===== config.mk =====
export PLATFORM = sky130hd
export DESIGN_NAME = spi_crc_target
export DESIGN_NICKNAME = d
export VERILOG_FILES = /design/src/rtl/spi_crc_pkg.sv /design/src/rtl/spi_crc_sync.sv /design/src/rtl/spi_crc_accum.sv /design/src/rtl/spi_crc_flag.sv /design/src/rtl/spi_crc_target.sv
export SDC_FILE = /design/constraint.sdc
export NUM_CORES = 1
export LEC_CHECK = 0
export CAP_MARGIN = 20
export CORE_MARGIN = 3
export CORE_UTILIZATION = 45
export DETAILED_ROUTE_END_ITERATION = 7
export GPL_TIMING_DRIVEN = 0
export PLACE_DENSITY = 0.65
export REMOVE_ABC_BUFFERS = 1
export SETUP_SLACK_MARGIN = 0.15
export SLEW_MARGIN = 20
export SYNTH_ARGS = -nofsm -noshare
export SYNTH_HDL_FRONTEND = slang
export SYNTH_SLANG_ARGS = --single-unit

===== constraint.sdc =====
create_clock -name clk -period 3.69 [get_ports clk]
set_input_delay 0.9225 -clock clk [delete_from_list [all_inputs] [get_ports clk]]
set_output_delay 0.9225 -clock clk [all_outputs]
set_load 0.03 [all_outputs]

===== src/rtl/spi_crc_pkg.sv =====
package spi_crc_pkg;

   localparam int CRC_W = 4;
   localparam logic [CRC_W-1:0] CRC_POLY = 4'b0011;
   localparam logic [CRC_W-1:0] CRC_SEED = 4'b1111;

   // one serial step of the x^4+x+1 divider
   function automatic logic [CRC_W-1:0] crc_step(input logic [CRC_W-1:0] c, input logic b);
      logic fb;
      fb = b ^ c[CRC_W-1];
      return {c[CRC_W-2:0], 1'b0} ^ (fb ? CRC_POLY : '0);
   endfunction

   // append CRC_W zero bits to finish the division
   function automatic logic [CRC_W-1:0] crc_flush(input logic [CRC_W-1:0] c);
      logic [CRC_W-1:0] r;
      r = c;
      for (int i = 0; i < CRC_W; i++) r = crc_step(r, 1'b0);
      return r;
   endfunction

endpackage


===== src/rtl/spi_crc_sync.sv =====
module spi_crc_sync #(
   parameter int   STAGES  = 2,
   parameter logic RST_VAL = 1'b0
) (
   input  logic clk,
   input  logic rst_n,
   input  logic din,
   output logic dout
);
   logic [STAGES-1:0] chain;

   generate
      if (STAGES < 2) begin : g_bad_stages
         $error("spi_crc_sync: STAGES must be at least 2");
      end
   endgenerate

   always_ff @(posedge clk or negedge rst_n) begin
      if (!rst_n) chain <= {STAGES{RST_VAL}};
      else        chain <= {chain[STAGES-2:0], din};
   end

   assign dout = chain[STAGES-1];
endmodule


===== src/rtl/spi_crc_accum.sv =====
module spi_crc_accum
   import spi_crc_pkg::*;
(
   input  logic             clk,
   input  logic             rst_n,
   input  logic             seed,
   input  logic             step,
   input  logic             din,
   output logic [CRC_W-1:0] crc_q
);
   always_ff @(posedge clk or negedge rst_n) begin
      if (!rst_n)    crc_q <= CRC_SEED;
      else if (seed) crc_q <= CRC_SEED;
      else if (step) crc_q <= crc_step(crc_q, din);
   end
endmodule


===== src/rtl/spi_crc_flag.sv =====
module spi_crc_flag (
   input  logic clk,
   input  logic rst_n,
   input  logic set,
   input  logic clr,
   output logic flag
);
   always_ff @(posedge clk or negedge rst_n) begin
      if (!rst_n)   flag <= 1'b0;
      else if (set) flag <= 1'b1;
      else if (clr) flag <= 1'b0;
   end


   flag_set_chk: assert property (@(posedge clk) disable iff (!rst_n) set |=> flag);

   flag_clr_chk: assert property (@(posedge clk) disable iff (!rst_n) (clr && !set) |=> !flag);
endmodule


===== src/rtl/spi_crc_target.sv =====
module spi_crc_target
   import spi_crc_pkg::*;
#(
   parameter int ADDR_W      = 7,
   parameter int DATA_W      = 16,
   parameter int CMD_W       = 4,
   parameter int SYNC_STAGES = 2
) (
   input  logic              clk,
   input  logic              rst_n,
   input  logic              sclk,
   input  logic              cs_n,
   input  logic              sdi,
   output logic              sdo,
   output logic              rf_we,
   output logic [ADDR_W-1:0] rf_addr,
   output logic [DATA_W-1:0] rf_wdata,
   input  logic [DATA_W-1:0] rf_rdata
);
   localparam int HDR_W     = 1 + ADDR_W;
   localparam int FRAME_W   = HDR_W + DATA_W + CMD_W + CRC_W;
   localparam int BODY_W    = FRAME_W - CRC_W;
   localparam int RXS_W     = DATA_W - 1;
   localparam int CNT_W     = $clog2(FRAME_W + 2);
   localparam int CIDX_W    = $clog2(CRC_W);
   localparam logic [CNT_W-1:0] C_HDR   = CNT_W'(HDR_W - 1);
   localparam logic [CNT_W-1:0] C_DEND  = CNT_W'(HDR_W + DATA_W - 1);
   localparam logic [CNT_W-1:0] C_BODY  = CNT_W'(BODY_W);
   localparam logic [CNT_W-1:0] C_TXCRC = CNT_W'(BODY_W - 1);
   localparam logic [CNT_W-1:0] C_TXLSB = CNT_W'(FRAME_W - 2);
   localparam logic [CNT_W-1:0] C_LAST  = CNT_W'(FRAME_W - 1);
   localparam logic [CNT_W-1:0] C_FULL  = CNT_W'(FRAME_W);
   localparam logic [CNT_W-1:0] C_OVER  = CNT_W'(FRAME_W + 1);

   generate
      if (ADDR_W < 2) begin : g_bad_addr
         $error("spi_crc_target: ADDR_W must be at least 2");
      end
      if (DATA_W <= ADDR_W) begin : g_bad_data
         $error("spi_crc_target: DATA_W must exceed ADDR_W");
      end
      if (CMD_W < 1) begin : g_bad_cmd
         $error("spi_crc_target: CMD_W must be at least 1");
      end
   endgenerate

   // ---------------- pin synchronisation and edge detection
   logic sclk_s, cs_s, sdi_s;
   logic sclk_d, cs_d;

   spi_crc_sync #(.STAGES(SYNC_STAGES), .RST_VAL(1'b0)) u_sync_sclk (
      .clk(clk), .rst_n(rst_n), .din(sclk), .dout(sclk_s));
   spi_crc_sync #(.STAGES(SYNC_STAGES), .RST_VAL(1'b1)) u_sync_cs (
      .clk(clk), .rst_n(rst_n), .din(cs_n), .dout(cs_s));
   spi_crc_sync #(.STAGES(SYNC_STAGES), .RST_VAL(1'b0)) u_sync_sdi (
      .clk(clk), .rst_n(rst_n), .din(sdi), .dout(sdi_s));

   always_ff @(posedge clk or negedge rst_n) begin
      if (!rst_n) begin
         sclk_d <= 1'b0;
         cs_d   <= 1'b1;
      end else begin
         sclk_d <= sclk_s;
         cs_d   <= cs_s;
      end
   end

   logic rise, fall, start, stop;
   assign rise  = sclk_s & ~sclk_d & ~cs_s;
   assign fall  = ~sclk_s & sclk_d & ~cs_s;
   assign start = ~cs_s & cs_d;
   assign stop  = cs_s & ~cs_d;

   // ---------------- frame state
   logic [CNT_W-1:0]  rcnt, fcnt;
   logic [RXS_W-1:0]  rx_shift;
   logic [DATA_W-1:0] data_q;
   logic [ADDR_W-1:0] addr_q;
   logic              rd_q;
   logic              mism, lsb_bad, reported;
   logic [FRAME_W-1:0] tx_shift, tx_next;
   logic              sticky;

   // ---------------- CRC engines
   logic [CRC_W-1:0]  rx_crc, tx_crc, rx_exp, tx_crc_out;
   logic [CIDX_W-1:0] crc_idx;

   spi_crc_accum u_rx_crc (
      .clk(clk), .rst_n(rst_n), .seed(start),
      .step(rise && (rcnt < C_BODY)), .din(sdi_s), .crc_q(rx_crc));

   spi_crc_accum u_tx_crc (
      .clk(clk), .rst_n(rst_n), .seed(start),
      .step(fall && (fcnt < C_BODY)), .din(tx_shift[FRAME_W-1]), .crc_q(tx_crc));

   assign rx_exp     = crc_flush(rx_crc);
   assign tx_crc_out = crc_flush(crc_step(tx_crc, tx_shift[FRAME_W-1]));
   assign crc_idx    = CIDX_W'(C_LAST - rcnt);

   // ---------------- receive path
   always_ff @(posedge clk or negedge rst_n) begin
      if (!rst_n) begin
         rcnt     <= '0;
         rx_shift <= '0;
         data_q   <= '0;
         addr_q   <= '0;
         rd_q     <= 1'b0;
         mism     <= 1'b0;
         lsb_bad  <= 1'b0;
      end else if (start) begin
         rcnt    <= '0;
         rd_q    <= 1'b0;
         mism    <= 1'b0;
         lsb_bad <= 1'b0;
      end else if (rise) begin
         rx_shift <= {rx_shift[RXS_W-2:0], sdi_s};
         if (rcnt != C_OVER) rcnt <= rcnt + 1'b1;
         if (rcnt == C_HDR) begin
            rd_q   <= rx_shift[ADDR_W-1];
            addr_q <= {rx_shift[ADDR_W-2:0], sdi_s};
         end
         if (rcnt == C_DEND) data_q <= {rx_shift, sdi_s};
         if ((rcnt >= C_BODY) && (rcnt < C_LAST)) mism <= mism | (sdi_s ^ rx_exp[crc_idx]);
         if (rcnt == C_LAST) lsb_bad <= sdi_s ^ rx_exp[0];
      end
   end

   assign rf_addr = addr_q;

   // ---------------- transmit path
   always_comb begin
      tx_next = {tx_shift[FRAME_W-2:0], 1'b0};
      if ((fcnt == C_HDR) && rd_q)  tx_next[FRAME_W-1 -: DATA_W] = rf_rdata;
      if (fcnt == C_TXCRC)          tx_next[FRAME_W-1 -: CRC_W]  = tx_crc_out;
      if (fcnt == C_TXLSB)          tx_next[FRAME_W-1]           = tx_shift[FRAME_W-2] ^ mism;
   end

   always_ff @(posedge clk or negedge rst_n) begin
      if (!rst_n) begin
         fcnt     <= '0;
         tx_shift <= '0;
         reported <= 1'b0;
      end else if (start) begin
         fcnt     <= '0;
         tx_shift <= {{(HDR_W-1){1'b0}}, sticky, {(FRAME_W-HDR_W){1'b0}}};
         reported <= sticky;
      end else if (fall) begin
         if (fcnt != C_OVER) fcnt <= fcnt + 1'b1;
         tx_shift <= tx_next;
      end
   end

   assign sdo = tx_shift[FRAME_W-1] & ~cs_s;

   // ---------------- frame completion
   logic full, bad, we_go, flag_set, flag_clr;
   assign full     = stop && (rcnt == C_FULL);
   assign bad      = mism | lsb_bad;
   assign we_go    = full && !bad && !rd_q;
   assign flag_set = full && bad;
   assign flag_clr = full && !bad && rd_q && reported;

   always_ff @(posedge clk or negedge rst_n) begin
      if (!rst_n) begin
         rf_we    <= 1'b0;
         rf_wdata <= '0;
      end else begin
         rf_we <= we_go;
         if (we_go) rf_wdata <= data_q;
      end
   end

   spi_crc_flag u_flag (
      .clk(clk), .rst_n(rst_n), .set(flag_set), .clr(flag_clr), .flag(sticky));


   we_single_chk: assert property (@(posedge clk) disable iff (!rst_n) rf_we |=> !rf_we);

   we_clean_chk: assert property (@(posedge clk) disable iff (!rst_n) rf_we |-> !$rose(sticky));

   abort_quiet_chk: assert property (@(posedge clk) disable iff (!rst_n)
      (stop && (rcnt != C_FULL)) |=> (!rf_we && $stable(sticky)));

   rcnt_range_chk: assert property (@(posedge clk) disable iff (!rst_n) (rcnt <= C_OVER) && (fcnt <= C_OVER));

   addr_settled_chk: assert property (@(posedge clk) disable iff (!rst_n)
      (fall && (fcnt == C_HDR)) |-> $stable(rf_addr));
endmodule


Yosys cells after proc, flatten, opt, wreduce, memory -nomap -nowiden
Cells that the tools add are included.
- bits in registers: 120
- bits in latches: 0
- RAM bits: 0
- memory bits (read-only): 0
- input bits: 21
- output and inout bits: 25
- word-level logic and storage cells: 134
- memories: 0
- add/sub/neg operators: 3
- $mul: 0
- divide/modulo/power cells: 0
- magnitude comparators: 5
- equality and inequality tests: 9
- shift-type cells: 0
- multiplexer cells: 38
- bitwise gates (word level): 29
- reductions and logical operators: 30
- operators with widths (kind ; number):
    32-bit 2-to-1 mux ; 2
    6-bit 2-to-1 mux ; 6
    4-bit by 2-bit XOR with 4-bit output ; 9
    6-bit by 5-bit equality test with 1-bit output (second input constant) ; 4
    2-bit 2-to-1 mux ; 10
    4-bit 2-to-1 mux ; 5
    2-bit nonzero test ; 10
    6-bit by 5-bit < comparator with 1-bit output (second input constant) ; 3
    16-bit 2-to-1 mux ; 1
    1-bit 2-to-1 mux ; 13
    6-bit by 1-bit adder with 6-bit output (second input constant) ; 2
    6-bit by 3-bit equality test with 1-bit output (second input constant) ; 2
    6-bit inequality test (second input constant) ; 2
    2-bit AND reduction ; 6
    1-bit logical AND ; 10
    1-bit AND ; 7
    6-bit equality test (second input constant) ; 1
    6-bit by 5-bit greater-or-equal comparator with 1-bit output (second input constant) ; 1
    3-bit AND reduction ; 2
    1-bit inverter ; 5
    1-bit XOR ; 5
    4-bit XOR ; 1
    2-bit by 3-bit < comparator with 1-bit output (second input constant) ; 1
    1-bit binary-select mux with 2-bit select ; 1
    3 further kinds ; 5

Logic depth before layout (Yosys ltp)
Gate-level depths: netlist (run 1).
- depth after elaboration: 15
- mapped depth: 7
- mapped depth without buffers: 6

Cells and area by module
A second synthesis (run 1) with hierarchy kept.
- cell total of the unflattened synthesis: 373
- area, all modules: 4787.1 um^2
- modules (own cells, without submodules) (module ; instances ; cells an instance ; area an instance (um^2) ; seq. area each (um^2)):
    spi_crc_target ; 1 ; 336 ; 4202.8 ; 2228.4
    spi_crc_accum ; 2 ; 14 ; 197.7 ; 105.1
    spi_crc_sync at u_sync_sclk ... ; 2 ; 2 ; 50.0 ; 50.0
    spi_crc_sync at u_sync_cs ; 1 ; 2 ; 52.6 ; 52.6
    spi_crc_flag ; 1 ; 3 ; 36.3 ; 25.0

Worst setup path after synthesis (run 1)
No wires, ideal clock.
- kind: reg2reg
- start: register rcnt[2]
- end: register rf_wdata[10]
- library setup time: 0.125 ns
- data arrival time: 1.933 ns
- required time: 3.565 ns
- path slack: 1.632 ns
- stages on the path, launching flop included: 8
- buffers on the path: 3
- period minus slack after synthesis: 2.058 ns
- cells stage by stage: dfrtp_1 -> buf_6 -> nor4b_4 -> nand4b_1 -> or4_1 -> buf_6 -> buf_12 -> mux2_4
- longest elaborated chain between the ends: 4
- ends and longest elaborated chain (item ; RTL line ; text):
    start: declaration ; spi_crc_target.sv:75 ; logic [CNT_W-1:0] rcnt, fcnt;
    start signal: assignment ; spi_crc_target.sv:117 ; if (rcnt != C_OVER) rcnt <= rcnt + 1'b1;
    6-bit equality test ; spi_crc_target.sv:157 ; assign full = stop && (rcnt == C_FULL);
    1-bit logical AND ; spi_crc_target.sv:157 ;
    1-bit logical AND (2 in a row) ; spi_crc_target.sv:159 ; assign we_go = full && !bad && !rd_q;
    end signal: assignment ; spi_crc_target.sv:169 ; if (we_go) rf_wdata <= data_q;
    end: declaration ; spi_crc_target.sv:17 ; output logic [DATA_W-1:0] rf_wdata,
No other way between the ends.
A chain may end at the register's enable or synchronous reset.

Worst setup path in the final report (run 1)
- start: register u_sync_cs.chain[1]
- end: output sdo
- longest elaborated chain between the ends: 2
- ends and longest elaborated chain (item ; RTL line ; text):
    start: declaration ; spi_crc_sync.sv:10 ; logic [STAGES-1:0] chain;
    start signal: assignment ; spi_crc_sync.sv:19 ; if (!rst_n) chain <= {STAGES{RST_VAL}};
    start signal: assignment ; spi_crc_sync.sv:20 ; else chain <= {chain[STAGES-2:0], din};
    1-bit inverter ; spi_crc_target.sv:153 ; assign sdo = tx_shift[FRAME_W-1] & ~cs_s;
    1-bit AND ; spi_crc_target.sv:153 ;
    end: declaration ; spi_crc_target.sv:14 ; output logic sdo,
No other way between the ends.

==> results of run 1 <==
## worst reg2reg max path: cells and delay by family (launching register included)
family        cells  cell delay, ps
flops             1             520
mux               1             450
simple gates      3            1440
## power groups by stage
stage                     clock network [W]  logic, W  registers [W]
after floorplan                           0  0.000102        0.00124
after global placement                    0  0.000162        0.00126
after detailed placement                  0  0.000174        0.00126
after CTS                          0.000699  0.000175        0.00124
after global routing               0.000736  0.000193        0.00125
final                              0.000660  0.000172        0.00124
## final timing paths
kind                                      startpoint                    to  slack, ps  cells after the start
worst min-delay path            u_sync_sclk.chain[0]  u_sync_sclk.chain[1]        360                      0
min in group asynchronous                      rst_n            rf_addr[2]        440                      1
worst max register to register               rcnt[3]           rf_wdata[7]       1160                      4
worst min register to register  u_sync_sclk.chain[0]  u_sync_sclk.chain[1]        360                      0
worst max-delay path              u_sync_cs.chain[1]                   sdo       1110                      2
max in group asynchronous                      rst_n           rf_wdata[7]       2610                      2
## per-stage QoR
step / power [W] / setup WS [ps] / area (um2)
after floorplan: 0.00135 / 1480 / 4570
after global placement: 0.00142 / -2230 / 5190
after detailed placement: 0.00143 / 1160 / 5230
after CTS: 0.00211 / 1070 / 5410
after global routing: 0.00218 / 992 / 5420
final: 0.00207 / 1110 / 5420
## sequential cells by signal (all words and copies together), names as in the netlist, 4 cells and up
register / cells
fcnt: 6
rx_shift: 15
rcnt: 6
tx_shift: 16
u_tx_crc.crc_q: 4
rf_wdata: 16
rf_addr: 7
data_q: 16
u_rx_crc.crc_q: 4
## metal layers
layer  track usage [%]  vias to the layer above  share of wire [%]
met2              25.3                       35                 49
met1              22.2                     1498                 47
met3              3.76                        5                3.0
met4              3.25                        0               0.88
met5                 0                        -                  0
li1                  -                     1409                  -
## cells by family after synthesis
group	count (synthesis)	synth area share, %
AOI/OAI and AO/OA	45	6.06
xor gates and xnor gates	20	4.06
adders and majority gates	6	1.60
buffers and inverters	24	3.10
DFF	104	55.8
muxes	71	17.3
and+or+nand+nor	105	12.1
## area by class of cell
type	instances	share of cell area, %
well taps	133	3.07
multi-input cells	247	35.8
clock inverters	6	0.970
inverters	7	0.485
flip-flops and latches	104	48.3
repair buffers	47	9.06
clock buffers	10	2.36
## cell usage after synthesis (all sizes together), types with 2 or more instances
| cell | instances | share of area [%] |
|---|---|---|
| mux2 | 54 | 14 |
| nand2 | 37 | 3.0 |
| inv | 7 | 0.56 |
| dfstp | 11 | 6.2 |
| clkbuf | 6 | 0.48 |
| a21oi | 5 | 0.53 |
| nor2b | 7 | 0.93 |
| nand2b | 3 | 0.40 |
| nor3 | 3 | 0.32 |
| o31ai | 3 | 0.48 |
| xnor2 | 10 | 1.9 |
| nand3b | 2 | 0.32 |
| a211oi | 6 | 0.96 |
| dfrtp | 93 | 50 |
| nor4 | 4 | 0.85 |
| xor2 | 9 | 1.7 |
| ha | 6 | 1.6 |
| buf | 11 | 2.1 |
| nor2 | 20 | 1.6 |
| nand3 | 8 | 0.85 |
| mux2i | 17 | 3.6 |
| nand4b | 2 | 0.37 |
| and3 | 7 | 0.93 |
| nand4 | 2 | 0.27 |
| and4b | 2 | 0.43 |
| o21ai | 19 | 2.0 |
| or4 | 3 | 0.48 |
==> metrics.txt, run 1 <==
status finished clean; Max stage delay on crit path between 600 and 700 ps; pwr/cell area roughly 380 nW/um2; Worst Hold Class flip-flop to flip-flop; largest net degree at the start of global routing 69; delay-heaviest family, CP flip-flops; vias approximately 2900; most common cell after layout, fill and taps aside dfrtp_1; Pleak roughly 2.5 nW; Setup Viol. Count Final 0; fillers roughly 890; post-route ant nets 0; NetSw 0.000536 W; Worst path slowest cell dfstp_2; Setup crit end kind output pin; CTS Hold Bufs 0; Via density roughly 5.3; Peak Freq between 300 and 400 MHz; non-filler cells, final about 550; Clock Skews 15.8 ps; setup TNS 0 ps; Max FO, Critical Path 9; Fin. Hold Viols 0; initial antenna violation count 0; Async SR Flop Fraction 100%; Most used DFF post-synth dfrtp_1; Core Region 9950 um2; DR DRC count 0; Sequential Power Share 59.8%; Slew @ Worst Pin 933 ps; Seq/Total Area, Yosys 55.8%; CTS tree built; TritonRoute pass-1 iters 4; post-CTS resize count 0; commonest cells after routing, fill and taps aside dfrtp_1 (93), mux2_2 (45), clkdlybuf4s50_1 (44); TritonCTS buffer count 9; critical path class flip-flop to output pin; RD Place Congestion ~0.82; internal power between 0.0015 and 0.002 W; Clock power frac between 30% and 40%; number of diodes 0; Clock Latency Late Sink 360 ps; vias in the first global route ~3000; Hold WS 358 ps; I/O pins 46; standard-cell rows 36; Post-Syn Instances between 300 and 400; share of cells above drive strength 1 22.1%; peak supply drop around 0.25 mV; Post-Place Cells between 500 and 600; clock sink total between 100 and 150; die width between 100 and 150 um; critical path required time about 2800 ps; nets@finish between 400 and 500; Max-cap violations 0; max_slew headroom approximately 38%; Total Routing Usage GR 15.8%; CTS Buffer Depth 2; CTS clock-pin slew for the worst setup and hold paths ~100 ps; Initial Utilization 47.1%; area occupied by registers 2620 um2; PortBufs 45; final slew viol count 0; first-pass GRT wire length 14700 um; Iter 0 DRT Violations 67; syn_area_per_cell about 13 um2; # Post-CTS Setup Buffers 0; Netlist cell types between 50 and 60; Comb power frac 8.3%; Area growth, synth to finish 15.5%; minimum clock period approximately 2600 ps; CP Cell Sequence nor2b_1 > clkdlybuf4s50_1; CP arrival approximately 1700 ps; DRT Wirelength approximately 8400 um; overflow left after global routing 0; Yosys Warn Count 0; mean routed wirelength per cell roughly 15 um; area of the multi-input gates ~1900 um2; number of flops mapped to enable cells by yosys 0; #FFs+latches synth ~100; Root Buffer clkbuf_8; worst path bufs/invs 1; final worst-path cycle share between 70% and 80%; synthesized area between 4000 and 5000 um2; post-layout util ~54%; Setup crit start kind flip-flop; die height approximately 110 um; full die area 11700 um2; H-tree depth 3; dpl hpwl roughly 5700 um; RSZ-0062 raised after global routing false; Sw Ratio roughly 26%
Note: power is estimated with default switching activity, not from simulation.
==> run 2, diff against run 1 <==
--- a/config.mk
+++ b/config.mk
@@ -10,7 +10,7 @@
 export CORE_UTILIZATION = 45
 export DETAILED_ROUTE_END_ITERATION = 7
 export GPL_TIMING_DRIVEN = 0
-export PLACE_DENSITY = 0.65
+export PLACE_DENSITY = 0.68
 export REMOVE_ABC_BUFFERS = 1
 export SETUP_SLACK_MARGIN = 0.15
 export SLEW_MARGIN = 20
==> constraint.sdc (replaced) <==
create_clock -name clk -period 2.2 [get_ports clk]
set_input_delay 0.55 -clock clk [delete_from_list [all_inputs] [get_ports clk]]
set_output_delay 0.55 -clock clk [all_outputs]
set_load 0.03 [all_outputs]
==> run 2 against run 1 <==
Against the previous run:
- global-route usage increased by 0.13 points
- clock skew about the same
- via count increased by 1.4%
- register-to-register slack got worse by 980 ps
- die area unchanged
- largest power group unchanged
==> metrics.txt, run 2 (same netlist as run 1, synthesis figures left out) <==
status finished clean; Area growth, synth to finish 18.0%; Core Region about 10000 um2; RSZ-0062 raised after global routing true; clock sink total roughly 100; Hold WS around 68 ps; DRT Wirelength 8670 um; Worst Hold Class primary input to async pin; die height ~110 um; mean routed wirelength per cell ~15 um; max_slew headroom between 40% and 50%; Initial Utilization a little under half; PortBufs 45; share of cells above drive strength 1 25.8%; TritonRoute pass-1 iters 4; full die area ~12000 um2; minimum clock period about 2000 ps; post-route ant nets 0; overflow left after global routing 0; Total Routing Usage GR between 15 and 20%; final worst-path cycle share between 90% and 100%; Fin. Hold Viols 0; Max FO, Critical Path 9; vias 2988; peak supply drop approximately 0.43 mV; Setup crit start kind flip-flop; dpl hpwl between 5000 and 6000 um; non-filler cells, final between 500 and 600; Root Buffer clkbuf_8; critical path class flip-flop to flip-flop; CTS tree built; Max-cap violations 0; final slew viol count 0; nets@finish between 400 and 500; Setup Viol. Count Final 0; RD Place Congestion approximately 0.84; die width around 110 um; standard-cell rows 36; setup TNS 0 ps; TritonCTS buffer count 9; DR DRC count 0; Peak Freq ~490 MHz; Slew @ Worst Pin about 790 ps; most common cell after layout, fill and taps aside dfrtp_1; Iter 0 DRT Violations roughly 120; critical path required time between 2000 and 2500 ps; CTS Hold Bufs 0; number of diodes 0; largest net degree at the start of global routing 70; vias in the first global route between 3000 and 4000; Clock Skews 15.7 ps; pwr/cell area roughly 640 nW/um2; Via density around 5.3; I/O pins between 40 and 50; initial antenna violation count 0; Post-Place Cells approximately 540; commonest cells after routing, fill and taps aside dfrtp_1 (88), mux2_2 (45), clkdlybuf4s50_1 (43); H-tree depth 3; Pleak 2.58 nW; Setup crit end kind flip-flop; CTS Buffer Depth 2; CTS clock-pin slew for the worst setup and hold paths approximately 100 ps; Top Registers data_q: 16 flops, rf_wdata: 16 flops, tx_shift: 16 flops; Clock Latency Late Sink roughly 370 ps; CP arrival roughly 2300 ps; first-pass GRT wire length ~15000 um
==> run 2: stage by stage <==
stage / worst slack (ps) / area [um2] / power, W / util (%)
2_1_floorplan: -10.9 / 4570 / 0.00226 / -
3_3_place_gp: -3350 / 5190 / 0.00238 / 52.1
3_5_place_dp: -366 / 5230 / 0.00240 / 52.5
4_1_cts: 129 / 5500 / 0.00361 / 55.2
5_1_grt: 105 / 5540 / 0.00373 / 55.6
6_report: 175 / 5540 / 0.00356 / 55.6
==> run 2: final timing paths <==
path                                     start             endpoint  slack [ps]  cells past startpoint
max                                    rcnt[2]         rf_wdata[14]         180                      4
min                                      rst_n           rf_addr[0]          70                      1
max reg2reg                            rcnt[2]         rf_wdata[14]         180                      4
min reg2reg                u_sync_sdi.chain[0]  u_sync_sdi.chain[1]         360                      0
max in group asynchronous                rst_n    u_tx_crc.crc_q[3]        1480                      2
min in group clk           u_sync_sdi.chain[0]  u_sync_sdi.chain[1]         360                      0
==> run 2: worst max-delay path, stage by stage (launching register included) <==
cell and delay [ps]:
dfrtp_2 440, nor4b_4 290, nand4b_1 240, or4_4 600, mux2_4 340
==> run 2: where the power goes <==
part	internal, W	leakage (nW)	switching [W]
clock network	0.000538	0.0945	0.000657
logic	0.000150	1.10	0.000145
registers	0.00199	1.39	0.0000786
total	0.00268	2.58	0.000881
==> run 2: area by class of cell <==
type / instances / area, um2
clock buffers: 11 / 131
multi-input cells: 248 / 1980
repair buffers: 55 / 546
flip-flops and latches: 104 / 2620
well taps: 133 / 166
inverters: 7 / 26.3
fillers: 812 / 4420
clock inverters: 5 / 63.8
==> run 2: metal layers <==
layer / wire (um) / track usage (%)
met2: 4410 / 26.6
met5: 0 / 0
met3: 215 / 2.21
met1: 3890 / 20.5
met4: 155 / 7.75
==> run 2: timing repair <==
action	CTS	global route
buffers inserted	6	3
setup endpoints to repair	65	56
pin swaps	1	2
cloned	1	0
hold endpoints to repair	0	0
resized for setup	12	4
